## config.mk

```make
export PLATFORM = sky130hd
export DESIGN_NAME = wkup_event_gen
export DESIGN_NICKNAME = d
export VERILOG_FILES = /design/src/rtl/wkg_pkg.sv /design/src/rtl/wkg_polarity.sv /design/src/rtl/wkg_sync.sv /design/src/rtl/wkg_enable_regs.sv /design/src/rtl/wkg_wake_detect.sv /design/src/rtl/wkup_event_gen.sv
export SDC_FILE = /design/constraint.sdc
export NUM_CORES = 1
export LEC_CHECK = 0
export CORE_ASPECT_RATIO = 1.75
export CORE_MARGIN = 2
export CORE_UTILIZATION = 40
export DETAILED_ROUTE_END_ITERATION = 16
export DONT_BUFFER_PORTS = 1
export GPL_TIMING_DRIVEN = 0
export PLACE_DENSITY_LB_ADDON = 0.3
export SETUP_SLACK_MARGIN = 0.02
export SYNTH_ARGS = -nofsm -noshare
export SYNTH_HDL_FRONTEND = slang
export SYNTH_SLANG_ARGS = --single-unit
```

## constraint.sdc

```tcl
create_clock -name clk -period 2.5 [get_ports clk]
set_clock_uncertainty 0.05 [all_clocks]
set_input_delay 0.25 -clock clk [delete_from_list [all_inputs] [get_ports clk]]
set_output_delay 0.25 -clock clk [all_outputs]
set_load 0.01 [all_outputs]
```

## src/rtl/wkg_pkg.sv

```systemverilog
package wkg_pkg;

    localparam int WORD_W   = 32;
    localparam int NUM_CPUS = 2;
    localparam int ADDR_W   = 12;
    localparam int CPU_BIT  = 10;   // 0x400 between per-CPU blocks
    localparam int IDX_LSB  = 2;    // 4-byte word spacing
    localparam int IDX_W    = 8;

    typedef struct packed {
        logic             hit;
        logic             cpu;
        logic [IDX_W-1:0] idx;
    } reg_sel_t;

    // Decode a byte address into CPU/word select; hit only for legal words.
    function automatic reg_sel_t decode_addr(input logic [ADDR_W-1:0] a,
                                             input int                banks);
        reg_sel_t s;
        s.cpu = a[CPU_BIT];
        s.idx = a[CPU_BIT-1:IDX_LSB];
        s.hit = (a[ADDR_W-1] == 1'b0) && (a[IDX_LSB-1:0] == '0) &&
                (int'(s.idx) < banks);
        return s;
    endfunction

endpackage

```

## src/rtl/wkg_polarity.sv

```systemverilog
module wkg_polarity #(
    parameter int NUM_LINES  = 160,
    parameter int INV_LINE_A = 7,
    parameter int INV_LINE_B = 119
) (
    input  logic [NUM_LINES-1:0] raw_lines,
    output logic [NUM_LINES-1:0] fixed_lines
);
    logic [NUM_LINES-1:0] flip_mask;

    for (genvar i = 0; i < NUM_LINES; i++) begin : g_mask
        if (i == INV_LINE_A || i == INV_LINE_B) begin : g_inv
            assign flip_mask[i] = 1'b1;
        end else begin : g_pass
            assign flip_mask[i] = 1'b0;
        end
    end

    assign fixed_lines = raw_lines ^ flip_mask;

endmodule

```

## src/rtl/wkg_sync.sv

```systemverilog
module wkg_sync #(
    parameter int WIDTH = 160
) (
    input  logic             clk,
    input  logic             rst,
    input  logic [WIDTH-1:0] async_in,
    output logic [WIDTH-1:0] sync_out
);
    logic [WIDTH-1:0] stage1_q;
    logic [WIDTH-1:0] stage2_q;
    logic [1:0]       since_rst_q;

    always_ff @(posedge clk) begin
        if (rst) begin
            stage1_q <= '0;
            stage2_q <= '0;
        end else begin
            stage1_q <= async_in;
            stage2_q <= stage1_q;
        end
    end

    assign sync_out = stage2_q;

    // Tracks how many edges have passed since reset, for the latency check.
    always_ff @(posedge clk) begin
        if (rst)                   since_rst_q <= '0;
        else if (since_rst_q != 2'd3) since_rst_q <= since_rst_q + 2'd1;
    end

    AST_SYNC_TWO_EDGES: assert property (@(posedge clk) disable iff (rst)
        (since_rst_q >= 2'd2) |-> (sync_out == $past(async_in, 2)));

endmodule

```

## src/rtl/wkg_enable_regs.sv

```systemverilog
module wkg_enable_regs
    import wkg_pkg::*;
#(
    parameter int NUM_BANKS = 5,
    localparam int NUM_LINES = NUM_BANKS * WORD_W
) (
    input  logic                                clk,
    input  logic                                rst,
    input  logic                                reg_en,
    input  logic                                reg_we,
    input  logic [ADDR_W-1:0]                   reg_addr,
    input  logic [WORD_W-1:0]                   reg_wdata,
    output logic [WORD_W-1:0]                   reg_rdata,
    output logic [NUM_CPUS-1:0][NUM_LINES-1:0]  en_lines
);
    reg_sel_t sel;
    logic     wr_fire;

    assign sel     = decode_addr(reg_addr, NUM_BANKS);
    assign wr_fire = reg_en && reg_we && sel.hit;

    always_ff @(posedge clk) begin
        if (rst) begin
            en_lines <= '0;
        end else if (wr_fire) begin
            for (int c = 0; c < NUM_CPUS; c++) begin
                for (int b = 0; b < NUM_BANKS; b++) begin
                    if (sel.cpu == 1'(c) && sel.idx == IDX_W'(b))
                        en_lines[c][b*WORD_W +: WORD_W] <= reg_wdata;
                end
            end
        end
    end

    always_comb begin
        reg_rdata = '0;
        if (reg_en && !reg_we && sel.hit) begin
            for (int c = 0; c < NUM_CPUS; c++) begin
                for (int b = 0; b < NUM_BANKS; b++) begin
                    if (sel.cpu == 1'(c) && sel.idx == IDX_W'(b))
                        reg_rdata = en_lines[c][b*WORD_W +: WORD_W];
                end
            end
        end
    end

    AST_MISS_READS_ZERO: assert property (@(posedge clk) disable iff (rst)
        (reg_en && !reg_we && !sel.hit) |-> (reg_rdata == '0));

    for (genvar gc = 0; gc < NUM_CPUS; gc++) begin : g_cpu_chk
        for (genvar gb = 0; gb < NUM_BANKS; gb++) begin : g_bank_chk
            AST_WORD_STORED: assert property (@(posedge clk) disable iff (rst)
                (reg_en && reg_we && sel.hit && sel.cpu == 1'(gc) &&
                 sel.idx == IDX_W'(gb))
                |=> (en_lines[gc][gb*WORD_W +: WORD_W] == $past(reg_wdata)));
            AST_MISS_WRITE_IGNORED: assert property (@(posedge clk) disable iff (rst)
                (reg_en && reg_we && !sel.hit)
                |=> $stable(en_lines[gc][gb*WORD_W +: WORD_W]));
        end
    end

endmodule

```

## src/rtl/wkg_wake_detect.sv

```systemverilog
module wkg_wake_detect
    import wkg_pkg::*;
#(
    parameter int NUM_LINES = 160
) (
    input  logic                               clk,
    input  logic                               rst,
    input  logic [NUM_LINES-1:0]               lines,
    input  logic [NUM_CPUS-1:0][NUM_LINES-1:0] en_lines,
    output logic [NUM_CPUS-1:0]                wake_q
);
    always_ff @(posedge clk) begin
        if (rst) begin
            wake_q <= '0;
        end else begin
            for (int c = 0; c < NUM_CPUS; c++)
                wake_q[c] <= |(lines & en_lines[c]);
        end
    end

    for (genvar gc = 0; gc < NUM_CPUS; gc++) begin : g_chk
        AST_WAKE_FOLLOWS_ENABLED: assert property (@(posedge clk) disable iff (rst)
            !$past(rst) |-> (wake_q[gc] == $past(|(lines & en_lines[gc]))));
    end

endmodule

```

## src/rtl/wkup_event_gen.sv

```systemverilog
module wkup_event_gen
    import wkg_pkg::*;
#(
    parameter int NUM_BANKS  = 5,
    parameter int INV_LINE_A = 7,
    parameter int INV_LINE_B = 119,
    localparam int NUM_LINES = NUM_BANKS * WORD_W
) (
    input  logic                 clk,
    input  logic                 rst,
    input  logic [NUM_LINES-1:0] irq_in,
    output logic [NUM_LINES-1:0] irq_out,
    input  logic                 reg_en,
    input  logic                 reg_we,
    input  logic [ADDR_W-1:0]    reg_addr,
    input  logic [WORD_W-1:0]    reg_wdata,
    output logic [WORD_W-1:0]    reg_rdata,
    output logic [NUM_CPUS-1:0]  wake_req
);
    logic [NUM_LINES-1:0]               fixed_lines;
    logic [NUM_LINES-1:0]               synced_lines;
    logic [NUM_CPUS-1:0][NUM_LINES-1:0] en_lines;

    wkg_polarity #(
        .NUM_LINES (NUM_LINES),
        .INV_LINE_A(INV_LINE_A),
        .INV_LINE_B(INV_LINE_B)
    ) i_polarity (
        .raw_lines  (irq_in),
        .fixed_lines(fixed_lines)
    );

    assign irq_out = fixed_lines;

    wkg_sync #(.WIDTH(NUM_LINES)) i_sync (
        .clk     (clk),
        .rst     (rst),
        .async_in(fixed_lines),
        .sync_out(synced_lines)
    );

    wkg_enable_regs #(.NUM_BANKS(NUM_BANKS)) i_regs (
        .clk      (clk),
        .rst      (rst),
        .reg_en   (reg_en),
        .reg_we   (reg_we),
        .reg_addr (reg_addr),
        .reg_wdata(reg_wdata),
        .reg_rdata(reg_rdata),
        .en_lines (en_lines)
    );

    wkg_wake_detect #(.NUM_LINES(NUM_LINES)) i_wake (
        .clk     (clk),
        .rst     (rst),
        .lines   (synced_lines),
        .en_lines(en_lines),
        .wake_q  (wake_req)
    );

    AST_NO_WAKE_WITHOUT_ENABLE: assert property (@(posedge clk) disable iff (rst)
        (en_lines == '0) |=> (wake_req == '0));

endmodule

```

==> results.ini, run 1 <==
[outcome]
status=finished, violations left
violations=capacitance limit, slew limit, setup timing

[drt]
routed_wl_um=164000
drc=0
vias=24800
wire_per_inst_um=40.4
dr.pass1.iters=5
postRouteAntennaNets=0
drt-initial-drc-count=3274
viasPerCell=6.13

[timing]
worst_pin_slew_ns=1.52
timing.slew.headroom_pct=-1.51
finalCritPeriodShare_pct=105
setup_slack_ns=-0.129
clock.fmax_mhz=380
min_period_ns=2.63
finalSetupViolCount=21
drv_slew=11
hold_violations=0
rsz0062_at_grt=true
setup_tns_ns=-1.29
hold_ws_ns=0.0217

[yosys]
synth_top_area_cell=dfxtp_1
post-synth-top-area-fraction_pct=50.3
syn_inst=2929
ys.flop_type=dfxtp_1
avgSynthCellArea_um2=8.72
synth_seq_cells=642
synth_cell_types=52
synth_top_family_by_area=simple AND/OR/NAND/NOR gates
synth_compound_area_share_pct=17.1
synthXorXnorAreaFrac_pct=0
synth_fp_nets=3137
yosys.area_share.simple_pct=21.0
synth-edff-count=0
ys_warn_count=0
synth-async-reset-ratio_pct=0
synthMuxAreaShare_pct=2.77
synthesis.area_um2=25500
ys_top_cells_by_area=dfxtp_1, nand2_1, nor2b_1
synthAdderAreaFrac_pct=0
yosysSeqAreaShare_pct=50.3

[clock_tree]
clock_sinks=642
clk_latency_ns=0.69
cts_tree=built
h-tree-depth=2
cts_root_buffer=clkbuf_16
cts.clk_slew.worst_paths_ns=0.08
cts_buffers=59
cts_buffer_depth=3

[setup_path]
endpoint_kind=output pin
startpoint_type=input port
critPathMaxFanout=10
crit_buf_inv=1
crit_family=simple AND/OR/NAND/NOR gates
slowest_stage=or4_4
r2r-end=i_wake.wake_q[0]
rrSetupSlack_ns=-0.11
cp_data_required_time_ns=2.20
reg2reg_depth=5
regToRegStartpoint=i_sync.sync_out[94]
crit_arrival_ns=2.33
path_class=input port to output pin
path_cells=or4_4 -> or2_4 -> nor2_4 -> buf_12 -> o211ai_1 -> a22o_4 -> a21oi_4
max_stage_delay_ns=0.58

[global_route]
grt_pass1_wl_um=213000
grt_max_degree=18
antenna_found_initial=17
grt_pass1_vias=23900
gr-total-overflow=0
gr-usage-all-layers_pct=48.4

[floorplan]
core_area_um2=63200
initial_utilization_pct=40.4
rows=122
die_area_um2=65900
ios=402
die_h_um=338
fp.dieW_um=195

[placed_design]
dp_hpwl_um=127000
io_buffer_count=0
dp_cells=3735
globalplace.congestion=1.12
placed_area_um2=26500

[cells_and_area]
nFillCells=5933
seq_area_um2=12900
area_growth_pct=24.3
drive_gt1_share_pct=18.0
stdcell_area_um2=31700
stdcell_count=4047
multiInputGateArea_um2=11200
fin_nets=3389

[power_and_ir_drop]
clockPowerShare_pct=45.2
max-vdd-ir-drop_mv=0.618
power_frac_seq_pct=48.0
power.density_nw_per_um2=706
internal-power_w=0.0167
p_total_w=0.0224
cellLeakagePower_nw=11.1
combPwrFrac_pct=6.8
p_sw_w=0.00572
netSwitchingFraction_pct=25.6

[min_path]
holdCritStartpoint=reg_we
min_path_type=input port to flop
hold_end=i_regs.en_lines[64]
hold_depth=4

[flow_run]
cap_violations=1

[through the flow]
step	util, %	setup WS [ns]
after floorplan	-	0.109
final	50.2	-0.129
after global routing	50.2	-0.150
after CTS	49.1	-0.148
after global placement	42.0	-1.18
after detailed placement	42.0	-1.23
[worst reg2reg max path: cells and delay by family (launching register included)]
family / cells / cell delay [ns]
compound gates: 2 / 0.52
flops: 1 / 0.49
simple gates: 3 / 1.38
[cells by family (layout without fill, tap and decap cells)]
| kind of cell | count (synthesis) | in the layout |
|---|---|---|
| other cells | 0 | 10 |
| buf+inv | 407 | 709 |
| simple gates | 1151 | 1151 |
| flops | 642 | 642 |
| mux | 34 | 34 |
| compound gates | 695 | 695 |
[flip-flops by register name, summed over array words and instances, names as in the netlist]
signal / count
i_wake.wake_q: 2
i_regs.en_lines: 320
i_sync.sync_out: 160
i_sync.stage1_q: 160
[power groups by stage]
stage / Combinational, W / Sequential, W / Clock (W)
after CTS: 0.00146 / 0.0107 / 0.0101
after floorplan: 0.000778 / 0.0108 / 0
after global placement: 0.00123 / 0.0110 / 0
final: 0.00153 / 0.0107 / 0.0101
after global routing: 0.00155 / 0.0107 / 0.0105
after detailed placement: 0.00123 / 0.0110 / 0
[routing by layer]
metal / vias to the layer above / wire length (um) / global-route usage, %
li1: 10300 / - / -
met1: 11900 / 51600 / 48.7
met2: 1921 / 72500 / 76.0
met3: 752 / 16400 / 14.3
met4: 2 / 23000 / 53.0
met5: - / 16 / 1.04
[final cells by class]
type	count	area share (%)
flip-flops and latches	642	40.8
clock buffers	74	5.18
clock inverters	37	1.49
well taps	806	3.18
diodes	10	0.0789
plain buffers	379	7.41
inverters	24	0.296
multi-input cells	1880	35.3
repair buffers	195	6.25
[how the worst max path moves through the flow]
stage / startpoint / to / slack [ns] / cells after the start
2_1_floorplan: reg_addr[5] / reg_rdata[20] / 0.11 / 8
3_3_place_gp: reg_addr[3] / i_regs.en_lines[84] / -1.18 / 7
3_5_place_dp: reg_addr[3] / i_regs.en_lines[81] / -1.23 / 7
4_1_cts: reg_addr[5] / reg_rdata[20] / -0.15 / 7
5_1_grt: reg_addr[5] / reg_rdata[9] / -0.15 / 9
6_report: reg_addr[5] / reg_rdata[20] / -0.13 / 7
[timing repair]
item	CTS	global route
hold buffers	163	0
endpoints found under the setup margin	165	41
gates resized for setup	181	148
endpoints found under the hold margin	164	0
buffers inserted	15	16
pin swaps	38	68
gates cloned	0	2
[layout by cell type, fill, tap and decap left out, drive strengths merged, types with 3 or more instances in the layout]
cell type,synthesis,final
nor3,10,10
clkinvlp,0,6
or2,3,3
o32ai,4,4
o21ai,53,53
dfxtp,642,642
clkbuf,169,239
nand2,707,707
nor4,4,4
diode,0,10
nor2,46,46
or3,4,4
or4,3,3
nor2b,325,325
a22o,73,73
nand2b,4,4
dlygate4sd3,0,163
nand4,24,24
a21oi,352,352
o211ai,46,46
and3,3,3
clkinv,0,17
mux2,3,3
o22ai,6,6
nand3,9,9
inv,24,29
mux4,29,29
and2,4,4
a31oi,3,3
a22oi,92,92
buf,214,246
bufinv,0,9
a221oi,53,53
[cell usage after synthesis, drive strengths merged, types with 2 or more instances]
library cell	instances
nand2	707
dfxtp	642
a21oi	352
nor2b	325
buf	214
clkbuf	169
a22oi	92
a22o	73
a221oi	53
o21ai	53
nor2	46
o211ai	46
mux4	29
inv	24
nand4	24
nor3	10
nand3	9
o22ai	6
and2	4
nand2b	4
nor4	4
o32ai	4
or3	4
a31oi	3
and3	3
mux2	3
or2	3
or4	3
a211o	2
a211oi	2
a21o	2
mux2i	2
nor3b	2
o221ai	2
No activity file was read; power rests on OpenSTA's default activity.
==> inputs of run 2 (changes only) <==
--- a/config.mk
+++ b/config.mk
@@ -5,6 +5,8 @@
 export SDC_FILE = /design/constraint.sdc
 export NUM_CORES = 1
 export LEC_CHECK = 0
+export CELL_PAD_IN_SITES_DETAIL_PLACEMENT = 0
+export CELL_PAD_IN_SITES_GLOBAL_PLACEMENT = 1
 export CORE_ASPECT_RATIO = 1.75
 export CORE_MARGIN = 2
 export CORE_UTILIZATION = 40
==> results.ini, run 2 (synthesized netlist as in run 1, its figures left out) <==
[outcome]
status=finished, violations left
violations=capacitance limit, slew limit, setup timing

[cells_and_area]
area_growth_pct=22.3
stdcell_area_um2=31200
final_common_cell=nand2_1
drive_gt1_share_pct=16.1
largest_reg_flops=320
fin_nets=3378
final_util_pct=49.4
layout_common_cells=nand2_1, dfxtp_1, a21oi_1
largest-register=i_regs.en_lines
nFillCells=5757

[setup_path]
slowest_stage=a221oi_1
crit_arrival_ns=2.97
critPathMaxFanout=3
cp_data_required_time_ns=2.89
path_cells=a221oi_1 -> nand4_1 -> nor3_1 -> a31oi_2
startpoint_type=flop
path_class=flop to flop
endpoint_kind=flop
max_stage_delay_ns=1.16

[power_and_ir_drop]
power_frac_seq_pct=48.6
internal-power_w=0.0165
power.density_nw_per_um2=707
combPwrFrac_pct=7.0
clockPowerShare_pct=44.4
p_total_w=0.0221
p_sw_w=0.00553
cellLeakagePower_nw=10.9
max-vdd-ir-drop_mv=0.721
netSwitchingFraction_pct=25.1

[min_path]
min_path_type=input port to flop

[global_route]
grt_max_degree=18
antenna_found_initial=22
grt_pass1_wl_um=217000
grt_pass1_vias=24600
gr-usage-all-layers_pct=49.2
gr-total-overflow=0

[timing]
setup_tns_ns=-0.883
worst_pin_slew_ns=1.68
timing.slew.headroom_pct=-11.8
finalSetupViolCount=17
hold_violations=0
setup_slack_ns=-0.0860
min_period_ns=2.59
finalCritPeriodShare_pct=103
rsz0062_at_grt=true
clock.fmax_mhz=387
drv_slew=11

[clock_tree]
clk_latency_ns=0.66
cts_root_buffer=clkbuf_16
cts_buffer_depth=3
clock_sinks=642
cts_buffers=57
cts.clk_slew.worst_paths_ns=0.07
cts_tree=built
h-tree-depth=2

[floorplan]
die_h_um=338
ios=402
core_area_um2=63200
die_area_um2=65900
rows=122
fp.dieW_um=195
initial_utilization_pct=40.4

[drt]
postRouteAntennaNets=0
viasPerCell=6.30
wire_per_inst_um=41.1
drc=0
drt-initial-drc-count=3038
routed_wl_um=166000
dr.pass1.iters=6
vias=25500

[placed_design]
placed_area_um2=26500
dp_hpwl_um=129000
io_buffer_count=0
globalplace.congestion=1.11

[flow_run]
cap_violations=1

==> run 2: final timing paths <==
kind                         from              endpoint  slack (ns)  cells after the start
max          i_regs.en_lines[152]      i_wake.wake_q[0]       -0.09                      4
min                        reg_we  i_regs.en_lines[160]        0.06                      4
max reg2reg  i_regs.en_lines[152]      i_wake.wake_q[0]       -0.09                      4
min reg2reg  i_sync.stage1_q[111]  i_sync.sync_out[111]        0.39                      1
==> run 2: power by group through the flow <==
stage               combinational (W)  sequential, W  clock, W
CTS                           0.00145         0.0107   0.00977
global placement              0.00121         0.0109         0
floorplan                    0.000778         0.0108         0
global route                  0.00156         0.0107    0.0102
finish                        0.00154         0.0107   0.00981
detailed placement            0.00122         0.0109         0
==> run 2: critical path: cells and delay by family, from the launching register on <==
kind,cells,cell delay (ns)
AOI/OAI and AO/OA,2,1.38
and+or+nand+nor,2,0.44
DFF,1,0.50
==> run 2: what timing repair did <==
| action | in CTS | in global routing |
|---|---|---|
| hold buffers | 161 | 0 |
| setup buffers | 14 | 8 |
| cloned | 1 | 0 |
| setup endpoints to repair | 190 | 95 |
| resized for setup | 164 | 85 |
| pin swaps | 20 | 25 |
| endpoints found under the hold margin | 162 | 0 |
==> run 2: final cells by class <==
| class | count | area [um2] | share of cell area (%) |
|---|---|---|---|
| diodes | 21 | 52.6 | 0.168 |
| plain buffers | 381 | 2390 | 7.66 |
| clock buffers | 77 | 1650 | 5.29 |
| clock inverters | 27 | 415 | 1.33 |
| inverters | 24 | 90.1 | 0.288 |
| multi-input cells | 1880 | 10800 | 34.7 |
| flip-flops and latches | 642 | 12900 | 41.4 |
| well taps | 806 | 1010 | 3.23 |
| repair buffers | 184 | 1840 | 5.91 |
==> run 2: layer usage <==
layer	vias to the layer above	routed length [um]	track usage, %
met5	-	50	0.148
met4	8	23500	54.6
met3	877	15600	14.1
met2	2131	74000	78.2
met1	12200	52800	48.8
li1	10200	-	-
==> run 2: metrics by stage <==
step | cells | hold slack, ns | setup slack, ns
6_report | 4042 | 0.0627 | -0.0860
5_1_grt | 4029 | 0.0553 | -0.0805
4_1_cts | 4013 | 0.0184 | -0.0796
3_5_place_dp | 3735 | 0.275 | -1.35
3_3_place_gp | 3735 | 0.276 | -1.29
2_1_floorplan | 2929 | 0.272 | 0.109
